$ cat src/rtl/startup_seq_pkg.sv
package startup_seq_pkg;
  localparam int PHASE_W    = 3;
  localparam int NUM_PHASES = 1 << PHASE_W;
  localparam int LAST_PHASE = NUM_PHASES - 1;
  localparam int EVT_MIN    = 1;
  localparam int EVT_MAX    = NUM_PHASES - 2;
  localparam int SYNC_CODE  = NUM_PHASES - 1;
  localparam int NUM_EVT    = 4;
  localparam int EVT_DONE   = 0;
  localparam int EVT_GTS    = 1;
  localparam int EVT_GSR    = 2;
  localparam int EVT_GWE    = 3;

  typedef logic [PHASE_W-1:0] phaseT;

  typedef struct packed {
    logic load;   // capture settings, restart counter
    logic step;   // advance phase counter
  } seqStrobeT;

  typedef struct packed {
    logic atLast;   // counter shows the final phase
    logic holdReq;  // waiting for the shared DONE line
  } seqStatusT;
endpackage

$ cat src/rtl/startup_event_slot.sv
module startup_event_slot
  import startup_seq_pkg::*;
#(
  parameter bit ALLOW_SYNC = 1'b1
) (
  input  logic  clk,
  input  logic  rstN,
  input  logic  load,
  input  phaseT cfgIn,
  input  logic  step,
  input  phaseT phaseCur,
  input  logic  doneSeen,
  output logic  fired,
  output logic  isSync,
  output logic  cfgBad,
  output logic  atHold
);
  logic  legalPhase;
  logic  syncReq;
  phaseT decoded;
  phaseT phaseQ;
  logic  syncQ;
  phaseT phaseNext;

  always_comb begin
    legalPhase = (int'(cfgIn) >= EVT_MIN) && (int'(cfgIn) <= EVT_MAX);
    syncReq    = ALLOW_SYNC && (int'(cfgIn) == SYNC_CODE);
    cfgBad     = !legalPhase && !syncReq;
    decoded    = legalPhase ? cfgIn : phaseT'(EVT_MAX);
    phaseNext  = phaseCur + phaseT'(1);
  end

  always_ff @(posedge clk or negedge rstN) begin
    if (!rstN) begin
      phaseQ <= phaseT'(EVT_MAX);
      syncQ  <= 1'b0;
      fired  <= 1'b0;
    end else if (load) begin
      phaseQ <= decoded;
      syncQ  <= syncReq;
      fired  <= 1'b0;
    end else if (!fired) begin
      if (syncQ) begin
        if (doneSeen) fired <= 1'b1;
      end else if (step && (phaseNext == phaseQ)) begin
        fired <= 1'b1;
      end
    end
  end

  assign isSync = syncQ;
  assign atHold = (phaseCur == (phaseQ + phaseT'(1)));
endmodule

$ cat src/rtl/startup_seq_datapath.sv
module startup_seq_datapath
  import startup_seq_pkg::*;
(
  input  logic                            clk,
  input  logic                            rstN,
  input  seqStrobeT                       strobe,
  input  logic [NUM_EVT-1:0][PHASE_W-1:0] cfgVec,
  input  logic                            doneSense,
  output seqStatusT                       status,
  output logic [NUM_EVT-1:0]              evtFired,
  output logic                            cfgError
);
  localparam logic [NUM_EVT-1:0] DONE_MASK = NUM_EVT'(1) << EVT_DONE;

  phaseT              phaseQ;
  logic               doneSeen;
  logic [NUM_EVT-1:0] syncVec;
  logic [NUM_EVT-1:0] badVec;
  logic [NUM_EVT-1:0] holdVec;
  logic               syncAny;

  for (genvar i = 0; i < NUM_EVT; i++) begin : g_slot
    startup_event_slot #(.ALLOW_SYNC(i != EVT_DONE)) slot_i (
      .clk      (clk),
      .rstN     (rstN),
      .load     (strobe.load),
      .cfgIn    (cfgVec[i]),
      .step     (strobe.step),
      .phaseCur (phaseQ),
      .doneSeen (doneSeen),
      .fired    (evtFired[i]),
      .isSync   (syncVec[i]),
      .cfgBad   (badVec[i]),
      .atHold   (holdVec[i])
    );
  end

  assign syncAny = |syncVec;

  always_ff @(posedge clk or negedge rstN) begin
    if (!rstN) begin
      phaseQ   <= '0;
      doneSeen <= 1'b0;
      cfgError <= 1'b0;
    end else if (strobe.load) begin
      phaseQ   <= '0;
      doneSeen <= 1'b0;
      cfgError <= |badVec;
    end else begin
      if (strobe.step) phaseQ <= phaseQ + phaseT'(1);
      if (evtFired[EVT_DONE] && doneSense) doneSeen <= 1'b1;
    end
  end

  always_comb begin
    status.atLast  = (phaseQ == phaseT'(LAST_PHASE));
    status.holdReq = syncAny && (|(holdVec & DONE_MASK)) && !doneSeen;
  end
endmodule

$ cat src/rtl/startup_seq_ctrl.sv
module startup_seq_ctrl
  import startup_seq_pkg::*;
(
  input  logic      clk,
  input  logic      rstN,
  input  logic      startReq,
  input  seqStatusT status,
  output seqStrobeT strobe,
  output logic      seqDone
);
  typedef enum logic [1:0] {ST_IDLE, ST_RUN, ST_FIN} seqStateT;

  seqStateT state;
  logic     finishNow;

  always_comb begin
    strobe    = '0;
    finishNow = 1'b0;
    unique case (state)
      ST_IDLE: strobe.load = startReq;
      ST_RUN: begin
        if (!status.holdReq) begin
          if (status.atLast) finishNow   = 1'b1;
          else               strobe.step = 1'b1;
        end
      end
      default: ;
    endcase
  end

  always_ff @(posedge clk or negedge rstN) begin
    if (!rstN) begin
      state <= ST_IDLE;
    end else begin
      if (strobe.load)    state <= ST_RUN;
      else if (finishNow) state <= ST_FIN;
    end
  end

  assign seqDone = (state == ST_FIN);
endmodule

$ cat src/rtl/startup_sequencer.sv
module startup_sequencer
  import startup_seq_pkg::*;
(
  input  logic               clk,
  input  logic               rstN,
  input  logic               startReq,
  input  logic               doneSense,
  input  logic [PHASE_W-1:0] cfgDonePhase,
  input  logic [PHASE_W-1:0] cfgGtsPhase,
  input  logic [PHASE_W-1:0] cfgGsrPhase,
  input  logic [PHASE_W-1:0] cfgGwePhase,
  output logic               doneRelease,
  output logic               gtsRelease,
  output logic               gsrRelease,
  output logic               gweEnable,
  output logic               seqDone,
  output logic               cfgError
);
  seqStrobeT                       strobe;
  seqStatusT                       status;
  logic [NUM_EVT-1:0][PHASE_W-1:0] cfgVec;
  logic [NUM_EVT-1:0]              evtFired;

  always_comb begin
    cfgVec[EVT_DONE] = cfgDonePhase;
    cfgVec[EVT_GTS]  = cfgGtsPhase;
    cfgVec[EVT_GSR]  = cfgGsrPhase;
    cfgVec[EVT_GWE]  = cfgGwePhase;
  end

  startup_seq_ctrl ctrl_i (
    .clk      (clk),
    .rstN     (rstN),
    .startReq (startReq),
    .status   (status),
    .strobe   (strobe),
    .seqDone  (seqDone)
  );

  startup_seq_datapath dp_i (
    .clk       (clk),
    .rstN      (rstN),
    .strobe    (strobe),
    .cfgVec    (cfgVec),
    .doneSense (doneSense),
    .status    (status),
    .evtFired  (evtFired),
    .cfgError  (cfgError)
  );

  assign doneRelease = evtFired[EVT_DONE];
  assign gtsRelease  = evtFired[EVT_GTS];
  assign gsrRelease  = evtFired[EVT_GSR];
  assign gweEnable   = evtFired[EVT_GWE];
endmodule

$ cat config.mk
export PLATFORM = sky130hd
export DESIGN_NAME = startup_sequencer
export DESIGN_NICKNAME = d
export VERILOG_FILES = /design/src/rtl/startup_seq_pkg.sv /design/src/rtl/startup_event_slot.sv /design/src/rtl/startup_seq_datapath.sv /design/src/rtl/startup_seq_ctrl.sv /design/src/rtl/startup_sequencer.sv
export SDC_FILE = /design/constraint.sdc
export NUM_CORES = 1
export LEC_CHECK = 0
export CAP_MARGIN = 20
export CORE_ASPECT_RATIO = 1.25
export CORE_MARGIN = 3
export CORE_UTILIZATION = 55
export CTS_CLUSTER_SIZE = 25
export DETAILED_ROUTE_END_ITERATION = 7
export GPL_TIMING_DRIVEN = 0
export PLACE_DENSITY = 0.82
export SLEW_MARGIN = 20
export SYNTH_ARGS = -nofsm -noshare
export SYNTH_HDL_FRONTEND = slang
export SYNTH_SLANG_ARGS = --single-unit
export TNS_END_PERCENT = 30
$ cat constraint.sdc
create_clock -name clk -period 3.3 [get_ports clk]
set_input_delay 0.66 -clock clk [delete_from_list [all_inputs] [get_ports clk]]
set_output_delay 0.66 -clock clk [all_outputs]
set_load 0.02 [all_outputs]
Word level (Yosys, flattened, before mapping)
Index checks and enable logic that the tools add are counted.
{ "op_classes": {"add_sub_neg": 2, "n_reduce_logical": 28, "magnitude_cmp": 8, "n_eq_ne": 11, "n_mux": 33} }
{ "ops": {"columns": ["cell", "count"], "rows": [
  ["$mux 1", 25],
  ["$mux 3", 6],
  ["$eq 3x3->1", 5],
  ["$logic_and 1x1->1", 14],
  ["$ge 3x1->1 const B", 4],
  ["$le 3x3->1 const B", 4],
  ["$eq 3x1->1 const B", 3],
  ["$logic_not 1->1", 8],
  ["$add 3x1->3 const B", 2],
  ["$reduce_bool 2->1", 3],
  ["$mux 2", 2],
  ["$reduce_or 4->1", 1],
  ["$eq 3x3->1 const B", 1],
  ["$reduce_or 3->1", 1],
  ["$eq 2x1->1 const B", 1],
  ["$eq 2x2->1 const B", 1],
  ["$logic_not 2->1", 1]
]} }
{ "word_totals": {"word_cells": 97, "output_inout_bits": 6, "input_bits": 16, "reg_bits": 26} }

Logic depth before layout (Yosys ltp)
Gate-level depths: netlist of run 1.
{ "depth": {"ltp_word": 11, "depth_mapped": 6, "depth_no_buf": 5} }

Cells and area by module
A second synthesis of run 1 with hierarchy kept.
{ "hier_totals": {"cells_unflattened": 157, "area_unflattened_um2": 1620.3} }
{ "by_module_without_submodules": {"columns": ["mod", "instances", "seq_area_each_um2", "cells_each", "area_per_inst_um2"], "rows": [
  ["startup_event_slot (dp_i.g_slot[1].slot_i ...)", 3, 127.6, 33, 317.8],
  ["startup_event_slot (dp_i.g_slot[0].slot_i)", 1, 102.6, 28, 317.8],
  ["startup_seq_datapath", 1, 125.1, 20, 227.7],
  ["startup_seq_ctrl", 1, 50.0, 10, 121.4]
]} }

Least setup slack after synthesis of run 1
No wires, ideal clock.
{ "synth_path": {"kind": "reg-to-reg", "start": "reg dp_i.phaseQ[1]", "end": "reg dp_i.g_slot[2].slot_i.fired", "required_time_ps": 3216, "path_stages_with_launch": 7, "path_buffers": 1, "synth_period_minus_slack_ps": 1883, "t_arrival_ps": 1799, "setup_slack_ps": 1417, "setup_time_ps": 84, "path_cell_list": "dfrtp_1 > ha_1 > ha_1 > clkbuf_1 > xor2_1 > or4_1 > o22ai_1"} }
{ "synth_via": {"elab_chain_len": 10, "elab_cells_between_ends": 14, "cone_classes": "add/sub (1); eq/ne (3); mux (7); reduce/logical (3)"} }
{ "synth_lines": {"columns": ["item", "line_no", "text"], "rows": [
  ["start, declared", "startup_seq_datapath.sv:15", "phaseT phaseQ;"],
  ["start signal, assigned", "startup_seq_datapath.sv:50", "if (strobe.step) phaseQ <= phaseQ + phaseT'(1);"],
  ["branches (longest 5 deep; another with $add 3x1->3)", null, null],
  ["$logic_and 1x1->1 *", "startup_event_slot.sv:45", "end else if (step && (phaseNext == phaseQ)) begin"],
  ["$mux 1 *", "startup_event_slot.sv:45", null],
  ["$mux 1 *", "startup_event_slot.sv:43", "if (syncQ) begin"],
  ["$mux 1 *", "startup_event_slot.sv:42", "end else if (!fired) begin"],
  ["$mux 1 *", "startup_event_slot.sv:38", "end else if (load) begin"],
  ["end signal, assigned", "startup_event_slot.sv:37", "fired <= 1'b0;"],
  ["end signal, assigned", "startup_event_slot.sv:44", "if (doneSeen) fired <= 1'b1;"],
  ["end signal, assigned", "startup_event_slot.sv:46", "fired <= 1'b1;"],
  ["end, declared", "startup_event_slot.sv:13", "output logic fired,"]
]} }
Mark *: on every way between the ends.
A chain may end at the register's enable or synchronous reset.

Final worst setup path of run 1
{ "layout_path": {"start": "reg ctrl_i.state[0]", "end": "out seqDone"} }
{ "layout_via": {"elab_chain_len": 1} }
{ "layout_lines": {"columns": ["item", "line_no", "text"], "rows": [
  ["start, declared", "startup_seq_ctrl.sv:13", "seqStateT state;"],
  ["start signal, assigned", "startup_seq_ctrl.sv:33", "state <= ST_IDLE;"],
  ["start signal, assigned", "startup_seq_ctrl.sv:35", "if (strobe.load) state <= ST_RUN;"],
  ["start signal, assigned", "startup_seq_ctrl.sv:36", "else if (finishNow) state <= ST_FIN;"],
  ["$eq 2x2->1", "startup_seq_ctrl.sv:40", "assign seqDone = (state == ST_FIN);"],
  ["end, declared", "startup_sequencer.sv:16", "output logic seqDone,"]
]} }
No other way between the ends.

==> results.py, run 1 <==
metrics = {
    "global_route": {
        "groute.layer.met1.usage_pct": 24.96,
        "gr-max-usage-layer": "met2",
        "antenna_found_initial": 0,
        "use_met3_pct": 3.828,
        "grt_pass1_vias": 1092,
        "grt_pass1_wl_microns": 5126,
        "use_met2_pct": 36.94,
        "grt_use_total_pct": 21.13,
        "overflow": 0,
        "grt_max_degree": 27,
    },
    "die": {
        "die_width_microns": 50.93,
        "row_count": 19,
        "initial_core_util_pct": 60.17,
        "io_pins": 22,
        "die_y_microns": 62.16,
        "coreArea_sq_um": 2306,
        "die_area_sq_um": 3165,
    },
    "cells_and_area": {
        "drive_above_1_share_pct": 11.24,
        "area_growth_pct": 21.37,
        "fin_nets": 198,
        "final_area_sq_um": 1684,
        "antennaDiodeCount": 0,
    },
    "clocking": {
        "clock_sinks": 26,
        "htree_levels": 1,
        "hold_buffers": 0,
        "cts_resized": 0,
        "clk_latency_ns": 0.33,
        "cts_max_path_buffers": 2,
        "cts_buffers": 3,
        "clockRootBuffer": "clkbuf_4",
        "cts_tree": "done",
        "post_cts_buffers": 0,
        "clk_pin_slew_ns": 0.15,
    },
    "synth": {
        "synthArstFlopShare_pct": 100.0,
        "syn-num-nets": 172,
        "synth-edff-count": 0,
        "netlist_instances": 153,
        "synthFlopType": "dfrtp_1",
        "synth_area_per_cell_sq_um": 9.069,
        "yosysWarnings": 0,
        "synth_cell_type_count": 30,
        "synth.cell_area_sq_um": 1388,
        "ys_seq_elements": 26,
        "yosysSeqAreaShare_pct": 47.61,
    },
    "power": {
        "power.share.sequential_pct": 55.3,
        "p_per_area_nw_per_um2": 343.0,
        "power_frac_clock_pct": 38.4,
        "comb_power_share_pct": 6.3,
        "p_leak_nw": 0.7852,
        "max-vdd-ir-drop_mv": 0.2582,
        "p_int_mw": 0.4608,
        "power.switching_mw": 0.1169,
        "p_sw_share_pct": 20.23,
    },
    "sta": {
        "setup_tns_ns": 0,
        "rsz0062_at_grt": "false",
        "worstMarginPinSlew_ns": 0.5518,
        "hold_violations": 0,
        "post-route-period-util_pct": 64.16,
        "setup_viol": 0,
        "slew_viol_final": 0,
        "max_slew_margin_pct": 63.22,
        "skew_ns": 0.01196,
        "clock.fmax_ghz": 0.4723,
        "finalCriticalPeriod_ns": 2.117,
    },
    "run": {
        "drv_cap": 0,
    },
    "routing": {
        "drc_errors": 0,
        "first_pass_iters": 4,
        "dr_total_vias": 1173,
        "via_per_inst": 5.612,
        "wl_per_cell_microns": 13.78,
        "drt_wl_total_microns": 2880,
        "drt-initial-drc-count": 46,
        "route.antenna.remaining_nets": 0,
    },
    "worst_setup_path": {
        "crit_chain": "nor2b_1 > clkdlybuf4s50_1",
        "worst_setup_path_start_kind": "flip-flop",
        "worstPathArrival_ns": 1.46,
        "cp_top_family": "buffers and inverters",
        "crit_fanout": 4,
        "cpMaxStageDelayCell": "clkdlybuf4s50_1",
        "max_stage_delay_ns": 0.60,
        "path_buf_inv": 1,
        "criticalPathCategory": "reg -> out",
        "crit_path_end_kind": "primary output",
        "crit_required_ns": 2.64,
    },
    "place": {
        "place.gp.congestion": 0.7730,
        "dpl.hpwl_microns": 2205,
        "dpl-instance-area_sq_um": 1637,
        "io_buffers": 21,
    },
    "outcome": {
        "outcome": "complete, no violations",
    },
    "hold_path": {
        "hold_path_class": "in -> async",
    },
}
sequential cells by signal, indices dropped and copies added (netlist names):
register and cells:
dp_i.g_slot.slot_i.fired 4, dp_i.doneSeen 1, ctrl_i.state 2, dp_i.g_slot.slot_i.phaseQ 12
dp_i.cfgError 1, dp_i.phaseQ 3, dp_i.g_slot.slot_i.isSync 3
logic make-up (layout without fill, tap and decap cells):
| logic type | Yosys count | after routing | synth area share, % |
|---|---|---|---|
| buffers and inverters | 12 | 37 | 3.877 |
| AND/OR/NAND/NOR | 70 | 70 | 21.82 |
| multiplexers | 3 | 3 | 2.164 |
| AO/OA/AOI/OAI | 24 | 24 | 11.81 |
| adder cells (fa/ha/maj) | 3 | 3 | 2.705 |
| XOR/XNOR | 15 | 15 | 10.01 |
| flip-flops | 26 | 26 | 47.61 |
metal layers:
metal / up-vias / routed length (microns)
met3: 4 / 137
met2: 31 / 1560
li1: 568 / -
met5: - / 0
met1: 570 / 1151
met4: 0 / 31
cell type report:
cell class	instances	area (sq um)
Fill cell	190	621.8
Tap cell	31	38.79
Clock inverter	1	30.03
Inverter	4	15.01
Timing Repair Buffer	21	205.2
Clock buffer	3	22.52
Sequential cell	26	660.6
Multi-Input combinational cell	115	673.1
Buffer	8	38.79
cells in the final DEF, fill, tap and decap left out:
cell and n:
buf_2 2, dfrtp_1 18, nor2b_1 1, and2_1 1, clkbuf_1 6, o31ai_2 1, nand4_1 1, nor3_1 4
o32ai_4 1, mux2i_1 3, xnor2_1 7, a21oi_1 4, nand2_1 38, inv_1 4, ha_1 3, bufinv_16 1
buf_6 1, dfstp_2 8, xor2_1 7, clkbuf_4 3, or2_2 1, or2b_2 1, nor2_1 12, xnor2_2 1
a311o_1 1, a311oi_1 1, nor4_1 1, clkdlybuf4s50_1 20, or4_1 2, o22ai_1 2, o21ai_0 13, o31ai_1 1
nand3_1 8
power by group through the flow:
| stage | sequential (mW) | combinational (mW) | clock [mW] |
|---|---|---|---|
| after CTS | 0.319 | 0.0379 | 0.221 |
| after detailed placement | 0.325 | 0.0378 | 0 |
| final | 0.319 | 0.0367 | 0.222 |
| after floorplan | 0.325 | 0.00603 | 0 |
| after global routing | 0.319 | 0.0409 | 0.238 |
| after global placement | 0.325 | 0.0363 | 0 |
synth_stat cells, drive strengths merged, types with 3 or more instances:
library cell   n  area share, %
nor2          12            3.2
inv            4            1.1
nand3          8            2.9
dfstp          8             15
o21ai         13            4.7
nor3           4            1.4
mux2i          3            2.2
dfrtp         18             32
nand2         38             10
xor2           7            4.4
ha             3            2.7
clkbuf         6            1.6
a21oi          4            1.4
xnor2          8            5.6
worst paths after layout:
check	start	to	slack [ns]	cells past startpoint
worst min register to register	dp_i.g_slot[1].slot_i.phaseQ[2]	dp_i.g_slot[1].slot_i.phaseQ[2]	0.47	2
min in group clk	dp_i.g_slot[1].slot_i.phaseQ[2]	dp_i.g_slot[1].slot_i.phaseQ[2]	0.47	2
max in group asynchronous	rstN	dp_i.g_slot[0].slot_i.phaseQ[1]	2.62	1
worst min-delay path	rstN	dp_i.g_slot[1].slot_i.fired	0.29	1
worst max-delay path	ctrl_i.state[0]	seqDone	1.18	2
worst max register to register	dp_i.phaseQ[1]	dp_i.g_slot[2].slot_i.fired	1.21	6
through the flow:
step / hold slack (ns) / util (%) / instances / setup slack, ns / power, mW
after detailed placement: 0.4510 / 70.97 / 205 / 0.9453 / 0.3625
after global placement: 0.4501 / 70.97 / 205 / 0.9836 / 0.3610
final: 0.2891 / 73.03 / 209 / 1.183 / 0.5777
after global routing: 0.3314 / 73.03 / 209 / 1.100 / 0.5978
after floorplan: 0.3644 / - / 153 / 1.417 / 0.3309
after CTS: 0.4704 / 73.25 / 209 / 1.172 / 0.5780
(Power assumes the default switching activity.)
==> run 2, diff against run 1 <==
Settings changed: CORE_UTILIZATION 55 to 52, PLACE_DENSITY 0.82 to 0.78.
Clock period 3.3 ns to 2 ns, I/O delays scaled along.
==> run 2 against run 1 <==
- sequential cell count did not move
- cell count rose by 0.48%
- clock skew barely moved
- non-clock buffer count fell by 1
- clock power rose by 64%
==> results.py, run 2 (synthesis gave the netlist of run 1 again) <==
metrics = {
    "global_route": {
        "overflow": 0,
        "grt_use_total_pct": 19.63,
        "use_met2_pct": 31.29,
        "grt_pass1_vias": 1065,
        "use_met3_pct": 2.797,
        "grt_pass1_wl_microns": 4885,
        "antenna_found_initial": 0,
        "gr-max-usage-layer": "met2",
        "groute.layer.met1.usage_pct": 25.42,
        "grt_max_degree": 27,
    },
    "die": {
        "die_y_microns": 63.76,
        "row_count": 20,
        "die_area_sq_um": 3328,
        "die_width_microns": 52.21,
        "coreArea_sq_um": 2477,
        "io_pins": 22,
        "initial_core_util_pct": 56.01,
    },
    "routing": {
        "wl_per_cell_microns": 13.39,
        "via_per_inst": 5.276,
        "route.antenna.remaining_nets": 0,
        "first_pass_iters": 4,
        "drt_wl_total_microns": 2811,
        "dr_total_vias": 1108,
        "drc_errors": 0,
        "drt-initial-drc-count": 23,
    },
    "sta": {
        "slew_viol_final": 0,
        "setup_viol": 0,
        "skew_ns": 0.01223,
        "hold_violations": 0,
        "clock.fmax_ghz": 0.5318,
        "worstMarginPinSlew_ns": 0.5528,
        "setup_tns_ns": 0,
        "rsz0062_at_grt": "false",
        "max_slew_margin_pct": 63.15,
        "finalCriticalPeriod_ns": 1.880,
        "post-route-period-util_pct": 94.02,
    },
    "worst_setup_path": {
        "max_stage_delay_ns": 0.52,
        "cpMaxStageDelayCell": "or4_1",
        "cp_top_family": "adder cells",
        "crit_required_ns": 2.26,
        "r2r_slack_ns": 0.12,
        "crit_chain": "ha_1 > ha_4 > xor2_1 > or4_1 > o22ai_1",
        "crit_path_end_kind": "flip-flop",
        "crit_fanout": 5,
        "worstPathArrival_ns": 2.14,
        "worst_setup_path_start_kind": "flip-flop",
        "criticalPathCategory": "reg -> reg",
        "path_buf_inv": 0,
    },
    "cells_and_area": {
        "antennaDiodeCount": 0,
        "largest_register_ff_count": 12,
        "final_cell_mix": "nand2_1 (38), clkdlybuf4s50_1 (20), dfrtp_1 (18), o21ai_0 (13), nor2_1 (12)",
        "fin_util_pct": 68.43,
        "area_growth_pct": 22.18,
        "final_area_sq_um": 1695,
        "layout_commonest_cell": "nand2_1",
        "regMostFlops": "dp_i.g_slot.slot_i.phaseQ",
        "reg.largest.list": "dp_i.g_slot.slot_i.phaseQ (12), dp_i.g_slot.slot_i.fired (4)",
        "fin_nets": 197,
        "drive_above_1_share_pct": 11.86,
    },
    "clocking": {
        "clk_latency_ns": 0.33,
        "htree_levels": 1,
        "clockRootBuffer": "clkbuf_4",
        "cts_tree": "done",
        "clock_sinks": 26,
        "cts_buffers": 3,
        "clk_pin_slew_ns": 0.15,
        "cts_max_path_buffers": 2,
        "hold_buffers": 0,
    },
    "place": {
        "io_buffers": 21,
        "place.gp.congestion": 0.8210,
        "dpl-instance-area_sq_um": 1639,
        "dpl.hpwl_microns": 2115,
    },
    "hold_path": {
        "hold_path_class": "in -> async",
    },
    "power": {
        "p_per_area_nw_per_um2": 561.3,
        "p_leak_nw": 0.7854,
        "max-vdd-ir-drop_mv": 0.4825,
    },
    "run": {
        "drv_cap": 0,
    },
    "outcome": {
        "outcome": "complete, no violations",
    },
}
## run 2: area by class of cell
class | count | area, sq um
fill | 200 | 782.0
multi-input combinational | 115 | 685.7
sequential | 26 | 660.6
timing repair buffer | 21 | 205.2
tap | 33 | 41.29
buffer | 7 | 35.03
clock inverter | 1 | 30.03
clock buffer | 3 | 22.52
inverter | 4 | 15.01
## run 2: stage by stage
step | power (mW) | worst slack [ns] | hold slack, ns | instances
CTS | 0.9624 | 0.03293 | 0.4720 | 210
detailed placement | 0.5983 | -0.1128 | 0.4522 | 207
finish | 0.9517 | 0.1196 | 0.02671 | 210
global route | 0.9937 | 0.04435 | 0.05739 | 210
floorplan | 0.5459 | 0.1173 | 0.1044 | 153
global placement | 0.5960 | -0.06465 | 0.4498 | 207
## run 2: report_power, final
group	internal, mW	switching [mW]
Clock	0.203	0.161
Sequential	0.527	0.000000000000000133
Combinational	0.0307	0.0301
Total	0.760	0.191
## run 2: worst reg2reg max path, delay by kind of cell, from the launching register on
family	cells	cell delay (ns)
XOR/XNOR	1	0.17
adder cells (fa/ha/maj)	2	0.52
flip-flops	1	0.43
AO/OA/AOI/OAI	1	0.18
AND/OR/NAND/NOR	1	0.52
## run 2: routing by layer
metal,vias to the layer above,wire length [microns]
met3,4,121
met1,515,1210
met2,26,1430
li1,563,-
met5,-,0
met4,0,49
## run 2: path summary, 6_finish.rpt
kind                       depth (start not counted)                               to                            start
max in group asynchronous                          1  dp_i.g_slot[1].slot_i.phaseQ[1]                             rstN
setup / recovery                                   5      dp_i.g_slot[2].slot_i.fired                   dp_i.phaseQ[1]
hold / removal                                     1      dp_i.g_slot[1].slot_i.fired                             rstN
setup reg to reg                                   5      dp_i.g_slot[2].slot_i.fired                   dp_i.phaseQ[1]
hold reg to reg                                    2  dp_i.g_slot[3].slot_i.phaseQ[2]  dp_i.g_slot[3].slot_i.phaseQ[2]
min in group clk                                   2  dp_i.g_slot[3].slot_i.phaseQ[2]  dp_i.g_slot[3].slot_i.phaseQ[2]
## run 2: repair_timing
| action | 4_1_cts | 5_1_grt |
|---|---|---|
| gates cloned | 0 | 0 |
| setup endpoints to repair | 2 | 1 |
| gates resized for setup | 1 | 1 |
| setup buffers | 0 | 0 |
==> run 3, diff against run 2 <==
Settings changed: REMOVE_ABC_BUFFERS set to 1.
==> run 3 against run 2 <==
- first-iteration DRC count down 22%
- clock power down 26%
- fmax up 0.43%
- die area unchanged
- largest cell class unchanged
- clock skew down 0.0082 ns
- power down 10%
- sequential share of layout area up 1.3 points
- sequential cell count unchanged
- sequential power about the same
- design area down 3.1%
==> results.py, run 3 (synthesis gave the netlist of run 1 again) <==
metrics = {
    "sta": {
        "finalCriticalPeriod_ns": 1.872,
        "worstMarginPinSlew_ns": 0.7968,
        "worst_slack_ns": 0.1277,
        "setup_viol": 0,
        "skew_ns": 0.004027,
        "max_slew_margin_pct": 46.75,
        "holdWs_ns": 0.04565,
        "slew_viol_final": 0,
        "rsz0062_at_grt": "false",
        "setup_tns_ns": 0,
        "clock.fmax_ghz": 0.5341,
        "post-route-period-util_pct": 93.61,
        "hold_violations": 0,
    },
    "global_route": {
        "grt_max_degree": 27,
        "overflow": 0,
        "grt_use_total_pct": 18.01,
        "grt_pass1_wl_microns": 4602,
        "antenna_found_initial": 0,
        "grt_pass1_vias": 1118,
    },
    "power": {
        "p_leak_nw": 0.7658,
        "max-vdd-ir-drop_mv": 0.4140,
        "p_per_area_nw_per_um2": 520.9,
    },
    "clocking": {
        "cts_max_path_buffers": 2,
        "cts_buffers": 3,
        "clockRootBuffer": "clkbuf_4",
        "cts_tree": "done",
        "clk_pin_slew_ns": 0.14,
        "clock_sinks": 26,
        "clk_latency_ns": 0.32,
        "hold_buffers": 0,
        "htree_levels": 1,
    },
    "worst_setup_path": {
        "crit_path_end_kind": "flip-flop",
        "worst_setup_path_start_kind": "flip-flop",
        "crit_required_ns": 2.24,
        "worstPathArrival_ns": 2.11,
        "max_stage_delay_ns": 0.49,
        "crit_chain": "ha_1 > ha_2 > xor2_1 > or4_1 > o22ai_1",
        "cpMaxStageDelayCell": "or4_1",
        "crit_fanout": 5,
        "criticalPathCategory": "reg -> reg",
    },
    "die": {
        "row_count": 20,
        "die_width_microns": 52.21,
        "die_y_microns": 63.76,
        "io_pins": 22,
        "initial_core_util_pct": 56.01,
        "coreArea_sq_um": 2477,
        "die_area_sq_um": 3328,
    },
    "place": {
        "place.gp.congestion": 0.7862,
        "place_ws_ns": -0.09290,
        "io_buffers": 21,
        "dpl.hpwl_microns": 1974,
    },
    "routing": {
        "drc_errors": 0,
        "dr_total_vias": 1075,
        "wl_per_cell_microns": 12.87,
        "via_per_inst": 5.270,
        "drt-initial-drc-count": 18,
        "first_pass_iters": 4,
        "route.antenna.remaining_nets": 0,
        "drt_wl_total_microns": 2625,
    },
    "outcome": {
        "outcome": "complete, no violations",
    },
    "cells_and_area": {
        "fin_nets": 191,
        "layout_commonest_cell": "nand2_1",
        "reg.largest.list": "dp_i.g_slot.slot_i.phaseQ (12), dp_i.g_slot.slot_i.fired (4)",
        "area_growth_pct": 18.40,
        "final_cell_mix": "nand2_1 (38), clkdlybuf4s50_1 (20), dfrtp_1 (17), o21ai_0 (13), nor2_1 (12)",
        "drive_above_1_share_pct": 12.28,
        "nFillCells": 205,
        "multi_input_area_sq_um": 675.6,
        "fin_util_pct": 66.31,
        "regArea_sq_um": 661.9,
        "largest_register_ff_count": 12,
        "antennaDiodeCount": 0,
        "regMostFlops": "dp_i.g_slot.slot_i.phaseQ",
    },
    "hold_path": {
        "hold_path_class": "in -> async",
    },
    "run": {
        "drv_cap": 0,
    },
}
-- run 3: cell count changes in the layout (fill, tap and decap cells not counted), sizes merged --
cell    previous run  this run
buf                3         2
bufinv             1         0
clkbuf             8         4
-- run 3: routing by layer --
metal,routed length [microns],GRT usage [%],vias to the layer above
li1,-,-,552
met1,1146,21.34,499
met2,1345,32.70,20
met3,96,2.331,4
met4,36,5.751,0
met5,0,0,-
-- run 3: where the power goes --
group | total, mW | switching, mW | internal (mW) | leakage (nW)
Clock | 0.268 | 0.156 | 0.111 | 0.0210
Sequential | 0.527 | 0.000000000000000148 | 0.527 | 0.287
Combinational | 0.0615 | 0.0308 | 0.0307 | 0.458
-- run 3: cell type report --
cell class	instances	area share [%]
sequential	26	40.29
inverter	4	0.9139
tap	33	2.513
timing repair buffer	22	12.95
multi-input combinational	115	41.13
clock buffer	4	2.209
-- run 3: timing repair --
item                                    in CTS  in global routing
endpoints found under the hold margin        0                  0
resized for setup                            1                  1
setup buffers                                1                  0
endpoints found under the setup margin       2                  2
-- run 3: path summary, 6_finish.rpt --
| path | startpoint | endpoint | slack, ns | depth (start not counted) |
|---|---|---|---|---|
| setup / recovery | dp_i.phaseQ[0] | dp_i.g_slot[1].slot_i.fired | 0.13 | 5 |
| hold / removal | rstN | dp_i.g_slot[2].slot_i.fired | 0.05 | 1 |
| setup reg to reg | dp_i.phaseQ[0] | dp_i.g_slot[1].slot_i.fired | 0.13 | 5 |
| hold reg to reg | dp_i.g_slot[3].slot_i.phaseQ[2] | dp_i.g_slot[3].slot_i.phaseQ[2] | 0.47 | 2 |
| max in group asynchronous | rstN | dp_i.phaseQ[0] | 1.56 | 1 |
| min in group clk | dp_i.g_slot[3].slot_i.phaseQ[2] | dp_i.g_slot[3].slot_i.phaseQ[2] | 0.47 | 2 |
-- run 3: through the flow --
stage          cell area [sq um]  cells  power (mW)
6_report                    1643    204      0.8558
3_5_place_dp                1600    199      0.5994
3_3_place_gp                1600    199      0.5959
4_1_cts                     1645    204      0.8618
5_1_grt                     1643    204      0.8815
2_1_floorplan               1349    145      0.5459
-- run 3: critical path, delay by kind of cell, from the launching register on --
family | cells | cell delay (ns)
AOI/OAI and AO/OA | 1 | 0.15
xor gates and xnor gates | 1 | 0.17
adders and majority gates | 2 | 0.54
DFF | 1 | 0.44
and+or+nand+nor | 1 | 0.49
